File: src/rtl/fv_rx_pkg.sv
package fv_rx_pkg;
    localparam int DEF_FRAME_LEN = 10;
    localparam int DEF_WORD_W    = 16;

    typedef struct packed {
        logic rise;
        logic fall;
        logic xfer;
    } bus_evt_t;

    function automatic logic count_full(input int unsigned cnt, input int unsigned len);
        return cnt == len;
    endfunction
endpackage

File: src/rtl/fv_edge.sv
module fv_edge
    import fv_rx_pkg::*;
(
    input  logic     clk,
    input  logic     rst,
    input  logic     busy,
    input  logic     strobe,
    output bus_evt_t evt
);
    logic busy_q;

    always_ff @(posedge clk) begin
        if (rst) busy_q <= 1'b0;
        else     busy_q <= busy;
    end

    always_comb begin
        evt.rise = busy & ~busy_q;
        evt.fall = ~busy & busy_q;
        evt.xfer = busy & strobe;
    end
endmodule

File: src/rtl/fv_ctrl.sv
module fv_ctrl
    import fv_rx_pkg::*;
#(
    parameter int FRAME_LEN = DEF_FRAME_LEN,
    parameter int IDX_W     = 4,
    parameter int CNT_W     = 4
) (
    input  logic             clk,
    input  logic             rst,
    input  bus_evt_t         evt,
    output logic             wr_en,
    output logic [IDX_W-1:0] wr_idx,
    output logic             ready,
    output logic             err
);
    logic [CNT_W-1:0] cnt, cnt_base, cnt_nxt;
    logic             err_base, err_nxt, ready_nxt, full, overflow;

    always_comb begin
        cnt_base  = evt.rise ? '0 : cnt;
        err_base  = evt.rise ? 1'b0 : err;
        full      = count_full(int'(cnt_base), FRAME_LEN);
        wr_en     = evt.xfer & ~full;
        overflow  = evt.xfer & full;
        wr_idx    = IDX_W'(cnt_base);
        cnt_nxt   = cnt_base + CNT_W'(wr_en);
        ready_nxt = evt.fall & full & ~err_base;
        err_nxt   = err_base | overflow | (evt.fall & ~(full & ~err_base));
    end

    always_ff @(posedge clk) begin
        if (rst) begin
            cnt   <= '0;
            err   <= 1'b0;
            ready <= 1'b0;
        end else begin
            cnt   <= cnt_nxt;
            err   <= err_nxt;
            ready <= ready_nxt;
        end
    end

    a_r3_count_bound: assert property (@(posedge clk) disable iff (rst)
        int'(cnt) <= FRAME_LEN);
    a_r5_ready_single: assert property (@(posedge clk) disable iff (rst)
        ready |=> !ready);
    a_r5_ready_after_fall: assert property (@(posedge clk) disable iff (rst)
        ready |-> $past(evt.fall));
    a_r6_short_frame_err: assert property (@(posedge clk) disable iff (rst)
        (evt.fall && int'(cnt) != FRAME_LEN) |=> err);
    a_r7_overflow_err: assert property (@(posedge clk) disable iff (rst)
        (evt.xfer && !evt.rise && int'(cnt) == FRAME_LEN) |=> (err && !ready));
    a_r9_err_hold: assert property (@(posedge clk) disable iff (rst)
        (err && !evt.rise) |=> err);
endmodule

File: src/rtl/fv_store.sv
module fv_store #(
    parameter int DEPTH  = 10,
    parameter int WORD_W = 16,
    parameter int IDX_W  = 4
) (
    input  logic              clk,
    input  logic              rst,
    input  logic              wr_en,
    input  logic [IDX_W-1:0]  wr_idx,
    input  logic [WORD_W-1:0] wr_data,
    input  logic [IDX_W-1:0]  rd_idx,
    output logic [WORD_W-1:0] rd_data
);
    logic [WORD_W-1:0] mem [DEPTH];

    for (genvar g = 0; g < DEPTH; g++) begin : g_entry
        always_ff @(posedge clk) begin
            if (rst)                                 mem[g] <= '0;
            else if (wr_en && int'(wr_idx) == g)     mem[g] <= wr_data;
        end
    end

    always_ff @(posedge clk) begin
        if (rst)                       rd_data <= '0;
        else if (int'(rd_idx) < DEPTH) rd_data <= mem[rd_idx];
        else                           rd_data <= '0;
    end

    a_r3_write_in_range: assert property (@(posedge clk) disable iff (rst)
        wr_en |-> int'(wr_idx) < DEPTH);
endmodule

File: src/rtl/fv_frame_rx.sv
module fv_frame_rx
    import fv_rx_pkg::*;
#(
    parameter int  FRAME_LEN = DEF_FRAME_LEN,
    parameter int  WORD_W    = DEF_WORD_W,
    localparam int IDX_W     = (FRAME_LEN > 1) ? $clog2(FRAME_LEN) : 1,
    localparam int CNT_W     = $clog2(FRAME_LEN + 1)
) (
    input  logic              clk,
    input  logic              rst,
    input  logic              fe_busy,
    input  logic              fe_strobe,
    input  logic [WORD_W-1:0] fe_word,
    input  logic [IDX_W-1:0]  rd_idx,
    output logic [WORD_W-1:0] rd_data,
    output logic              frame_ready,
    output logic              frame_err
);
    bus_evt_t         evt;
    logic             wr_en;
    logic [IDX_W-1:0] wr_idx;

    fv_edge u_edge (
        .clk    (clk),
        .rst    (rst),
        .busy   (fe_busy),
        .strobe (fe_strobe),
        .evt    (evt)
    );

    fv_ctrl #(.FRAME_LEN(FRAME_LEN), .IDX_W(IDX_W), .CNT_W(CNT_W)) u_ctrl (
        .clk    (clk),
        .rst    (rst),
        .evt    (evt),
        .wr_en  (wr_en),
        .wr_idx (wr_idx),
        .ready  (frame_ready),
        .err    (frame_err)
    );

    fv_store #(.DEPTH(FRAME_LEN), .WORD_W(WORD_W), .IDX_W(IDX_W)) u_store (
        .clk     (clk),
        .rst     (rst),
        .wr_en   (wr_en),
        .wr_idx  (wr_idx),
        .wr_data (fe_word),
        .rd_idx  (rd_idx),
        .rd_data (rd_data)
    );

    a_r2_write_qualified: assert property (@(posedge clk) disable iff (rst)
        wr_en |-> (fe_busy && fe_strobe));
    a_r8_rise_restarts: assert property (@(posedge clk) disable iff (rst)
        (fe_busy && !$past(fe_busy) && wr_en) |-> wr_idx == '0);
    a_r6_no_ready_with_err: assert property (@(posedge clk) disable iff (rst)
        frame_ready |-> !frame_err);
endmodule

File: config.mk
export PLATFORM = sky130hd
export DESIGN_NAME = fv_frame_rx
export DESIGN_NICKNAME = d
export VERILOG_FILES = /design/src/rtl/fv_rx_pkg.sv /design/src/rtl/fv_edge.sv /design/src/rtl/fv_ctrl.sv /design/src/rtl/fv_store.sv /design/src/rtl/fv_frame_rx.sv
export SDC_FILE = /design/constraint.sdc
export NUM_CORES = 1
export LEC_CHECK = 0
export BUFFER_PORTS_ARGS = -buffer_cell sky130_fd_sc_hd__buf_2
export CELL_PAD_IN_SITES_DETAIL_PLACEMENT = 0
export CELL_PAD_IN_SITES_GLOBAL_PLACEMENT = 1
export CORE_MARGIN = 1
export CORE_UTILIZATION = 54
export CTS_CLUSTER_SIZE = 30
export DETAILED_ROUTE_END_ITERATION = 7
export GPL_TIMING_DRIVEN = 0
export PLACE_DENSITY_LB_ADDON = 0.12
export SETUP_SLACK_MARGIN = 0.4
export SYNTH_ARGS = -nofsm -noshare
export SYNTH_HDL_FRONTEND = slang
export SYNTH_SLANG_ARGS = --single-unit
File: constraint.sdc
create_clock -name clk -period 6.8 [get_ports clk]
set_clock_uncertainty 0.05 [all_clocks]
set_input_delay 1.02 -clock clk [delete_from_list [all_inputs] [get_ports clk]]
set_output_delay 1.02 -clock clk [all_outputs]
set_load 0.05 [all_outputs]
# After elaboration in Yosys (flattened, before gate mapping)
# Memory sizes are Yosys's and may differ from the RTL's. A register that Yosys moved wholly into a read port is not among the register bits.
# Cells that the tools add are included.
# Widths: inputs -> output; s select.
# totals
out_inout_bits	18
elab_cells	100
mem_count	1
mem_bits_rw	160
regBits	7
inputBits	24
# op_classes
add_sub_neg	1
n_bitwise	27
magnitude_cmp	1
n_mux	44
n_eq_ne	10
reduce_logical	12
# memory_table
name	depth	width	read_ports	rd_ports_with_merged_regs	write_ports	line	text
u_store.mem	10	16	1	1	10	fv_store.sv:14	logic [WORD_W-1:0] mem [DEPTH];
# op_table
op	count
$mux 16	10
$mux 1	33
$eq 4x4->1 const B	7
$or 1x1->1	12
$logic_and 1x1->1	10
$and 1x1->1	9
$eq 4x3->1 const B	2
$not 1->1	6
$add 4x1->4	1
$eq 4x2->1 const B	1
$logic_not 4->1	1
$lt 4x4->1 const B	1
$mux 4	1
$reduce_or 2->1	1

# Depth between registers and ports, before layout
# logic_depth
word_depth	11
mapped_depth	8
ltp_nobuf	7

# Modules after synthesis
# Synthesis repeated with hierarchy kept, for this count alone.
# hier_totals
cells_unflattened	563
area_unflattened_um2	8122.8
# modules_own_cells
module	cells_each	seq_area_each_um2	area_per_inst_um2	instances
fv_store	525	5124.9	7771.2	1
fv_ctrl	33	120.1	302.8	1
fv_edge	5	20.0	48.8	1

# Least setup slack after synthesis
# Ideal clock, no wire load.
# synth_path
path_type	in2reg
start	input fe_strobe
end	memory u_store.mem[1][0] (enable)
cell_stages	3
t_required_ns	6.358
arrival_time_ns	2.475
n_path_buf	0
setup_slack_ns	3.883
setup_time_ns	0.392
path_cell_list	nand2_1 > or4b_1 > o21bai_1
# synth_lines
item	line	text
start: declaration	fv_frame_rx.sv:12	input logic fe_strobe,
end: declaration	fv_store.sv:14	

==> impl_metrics.csv <==
group,metric,value,unit
outcome,outcome,"finished, final reports clean",
worst_hold_path,hold_depth,3,
yosys,ys_async_sr_fraction,0,%
drt,first_pass_iters,5,
global_route,use_met2,39.6,%
clock_network,numClockSinks,183,
layout,final-instance-count-excl-fill,837,
floorplan,fp.dieW,122,µm
yosys,yosysMostFrequentCell,"nor2_1",
yosys,yosysTopAreaCell,"edfxtp_1",
clock_network,cts_setup_buffers,0,
clock_network,postCtsHoldBufs,0,
clock_network,clk_pin_slew_worst_paths,0.06,ns
setup_path,crit_required,6.80,ns
worst_hold_path,min_from,"u_store.mem[2][10]",
pwr,irDropWorstVdd,0.173,mV
yosys,yosysSeqAreaShare,67.3,%
drt,drtAntennaViolNets,0,
sta,period_minus_slack,2.86,ns
setup_path,crit_chain,"buf_2 > nand2_1 > or4b_1 > o21bai_2",
sta,final.period_utilization,42.1,%
setup_path,path_max_fanout,16,
floorplan,start_util,55.9,%
layout,n_antenna_cell,0,
clock_network,cts.repair.resized,0,
global_route,met3_usage,4.88,%
drt,vias,4778,
yosys,syn-instance-count,583,
sta,finalSetupTns,0,ns
pwr,power_density,272,nW/µm²
placement,dp.cells,805,
sta,relSlewSlack,35.0,%
yosys,ys.flop_type,"edfxtp_1",
floorplan,die-area,15000,µm²
drt,wl_per_cell,21.1,µm
sta,setup_viol,0,
placement,port_buffers,40,
clock_network,cts_buffers,17,
setup_path,endpoint,"u_store.mem[3][5]",
setup_path,startpoint,"fe_busy",
setup_path,r2r_end,"u_store.mem[3][5]",
sta,rsz0062_at_grt,"no",
layout,syn_to_final_growth,13.8,%
floorplan,chipHeight,122,µm
setup_path,endpoint_kind,"flip-flop",
drt,route.detailed.drc,0,
sta,fmax,349,MHz
setup_path,cp_slowest_cell,"o21bai_2",
layout,drive_gt1_share,28.9,%
placement,dp_hpwl,11900,µm
sta,tightest_slew,0.974,ns
sta,hold_viol_final,0,
global_route,grt_pass1_wl,26400,µm
clock_network,clkLatencyLatePin,0.43,ns
setup_path,reg2reg_depth,4,
clock_network,clock_path_buffers,2,
worst_hold_path,hp-class,"reg2reg",
floorplan,rows,43,
global_route,grt-busiest-layer,"met2",
setup_path,cp-start-kind,"input port",
clock_network,clockRootBuffer,"clkbuf_16",
drt,wl,17700,µm
floorplan,io_pins,42,
setup_path,worstPathArrival,2.86,ns
yosys,syn_area_per_cell,13.4,µm²
yosys,synthTopCellsByArea,"edfxtp_1, nor2_1, mux2_2, dfxtp_1, mux4_2",
global_route,grt_max_degree,17,
yosys,synth.top_cell.area_share,61.4,%
global_route,overflow,0,
yosys,ys_warn_count,0,
setup_path,rrSetupSlack,4.31,ns
layout,num-nets-final,670,
clock_network,cts_tree,"yes",
drt,drt-initial-drc-count,480,
pwr,leakage,0.00321,µW
yosys,ys_types,43,
yosys,synth_edf_count,160,
placement,gp_congestion,0.829,
setup_path,r2r_start,"u_ctrl.cnt[3]",
sta,maxSlewViolCount,0,
yosys,ys_ff_latch,183,
setup_path,max_stage_delay,0.78,ns
yosys,synth_commonest_cells,"nor2_1, edfxtp_1, mux2_2",
flow_run,max_cap_violations,0,
yosys,synth_area,7830,µm²
yosys,synth_nets,609,
floorplan,coreArea,14000,µm²
clock_network,htree_num_levels,4,
drt,vias_per_cell,5.71,
global_route,antenna_found_initial,0,
global_route,grt_pass1_vias,4686,
global_route,use_met1,35.9,%
setup_path,critical_path_class,"in2reg",
global_route,grt_usage,25.5,%
cells in the final DEF, fill, tap and decap left out, drive strengths merged, types with 2 or more instances in the layout:
cell      synthesis  final
nand2            48     48
nor2b             6      6
nor3              3      3
inv               5      5
a221oi            2      2
ha                2      2
dfxtp            23     23
clkbuf            3     30
a21o              2      2
buf              29     71
clkinvlp          0      3
mux2             47     47
nor4b             2      2
nand4             3      3
nor3b             2      2
a21oi             2      2
o21ai             3      3
o21bai            8      8
nand3            21     21
edfxtp          160    160
nor2            166    166
mux4             16     16
a22oi            15     15
cells by family after synthesis:
kind of cell,synth area share (%)
AO/OA/AOI/OAI,3.36
AND/OR/NAND/NOR,15.1
XOR/XNOR,0.112
adder cells (fa/ha/maj),0.320
buffers and inverters,2.46
multiplexers,11.4
flip-flops,67.3
through the flow:
step / worst slack, ns / hold WS (ns) / util (%) / total power, µW / area, µm²
4_1_cts: 3.95 / 0.529 / 63.7 / 2430 / 8910
3_3_place_gp: 3.09 / 0.505 / 59.0 / 1460 / 8250
6_report: 3.94 / 0.524 / 63.7 / 2430 / 8910
3_5_place_dp: 3.50 / 0.515 / 59.4 / 1460 / 8300
2_1_floorplan: 3.88 / 0.453 / - / 1410 / 7830
5_1_grt: 3.86 / 0.548 / 63.7 / 2480 / 8910
metal layers:
layer / vias to the layer above / wire length, µm
met2: 150 / 8570
li1: 2222 / -
met3: 18 / 1090
met5: - / 0
met1: 2388 / 7790
met4: 0 / 261
final cells by class:
| cell class | instances | area [µm²] |
|---|---|---|
| Clock buffer | 27 | 546 |
| Timing Repair Buffer | 42 | 223 |
| Sequential cell | 183 | 5270 |
| Inverter | 5 | 18.8 |
| Clock inverter | 5 | 57.6 |
| Fill cell | 1080 | 5080 |
| Multi-Input combinational cell | 363 | 2400 |
| Buffer | 32 | 174 |
| Tap cell | 180 | 225 |
flip-flops by register name, summed over array words and instances, names as in the netlist:
signal           flops
u_edge.busy_q        1
u_ctrl.cnt           4
u_store.rd_data     16
u_store.mem        160
u_ctrl.ready         1
u_ctrl.err           1
worst min-delay path by stage:
stage	to	slack, ns
detailed placement	u_store.rd_data[10]	0.52
finish	u_store.rd_data[10]	0.52
floorplan	u_store.rd_data[4]	0.45
global placement	u_store.rd_data[8]	0.51
global route	u_store.rd_data[10]	0.55
CTS	u_store.rd_data[10]	0.53
critical path: cells and delay by family:
family | cells | cell delay [ns]
AOI/OAI and AO/OA | 1 | 0.78
buffers and inverters | 1 | 0.15
and+or+nand+nor | 2 | 0.90
where the power goes:
| part | internal, µW | switching [µW] | leakage (µW) | total [µW] |
|---|---|---|---|---|
| Clock | 588 | 400 | 0.000286 | 987 |
| Combinational | 56.8 | 108 | 0.00108 | 165 |
| Sequential | 1260 | 11.0 | 0.00184 | 1270 |
| Total | 1910 | 519 | 0.00321 | 2430 |
Power figures use the tool's default switching activity.
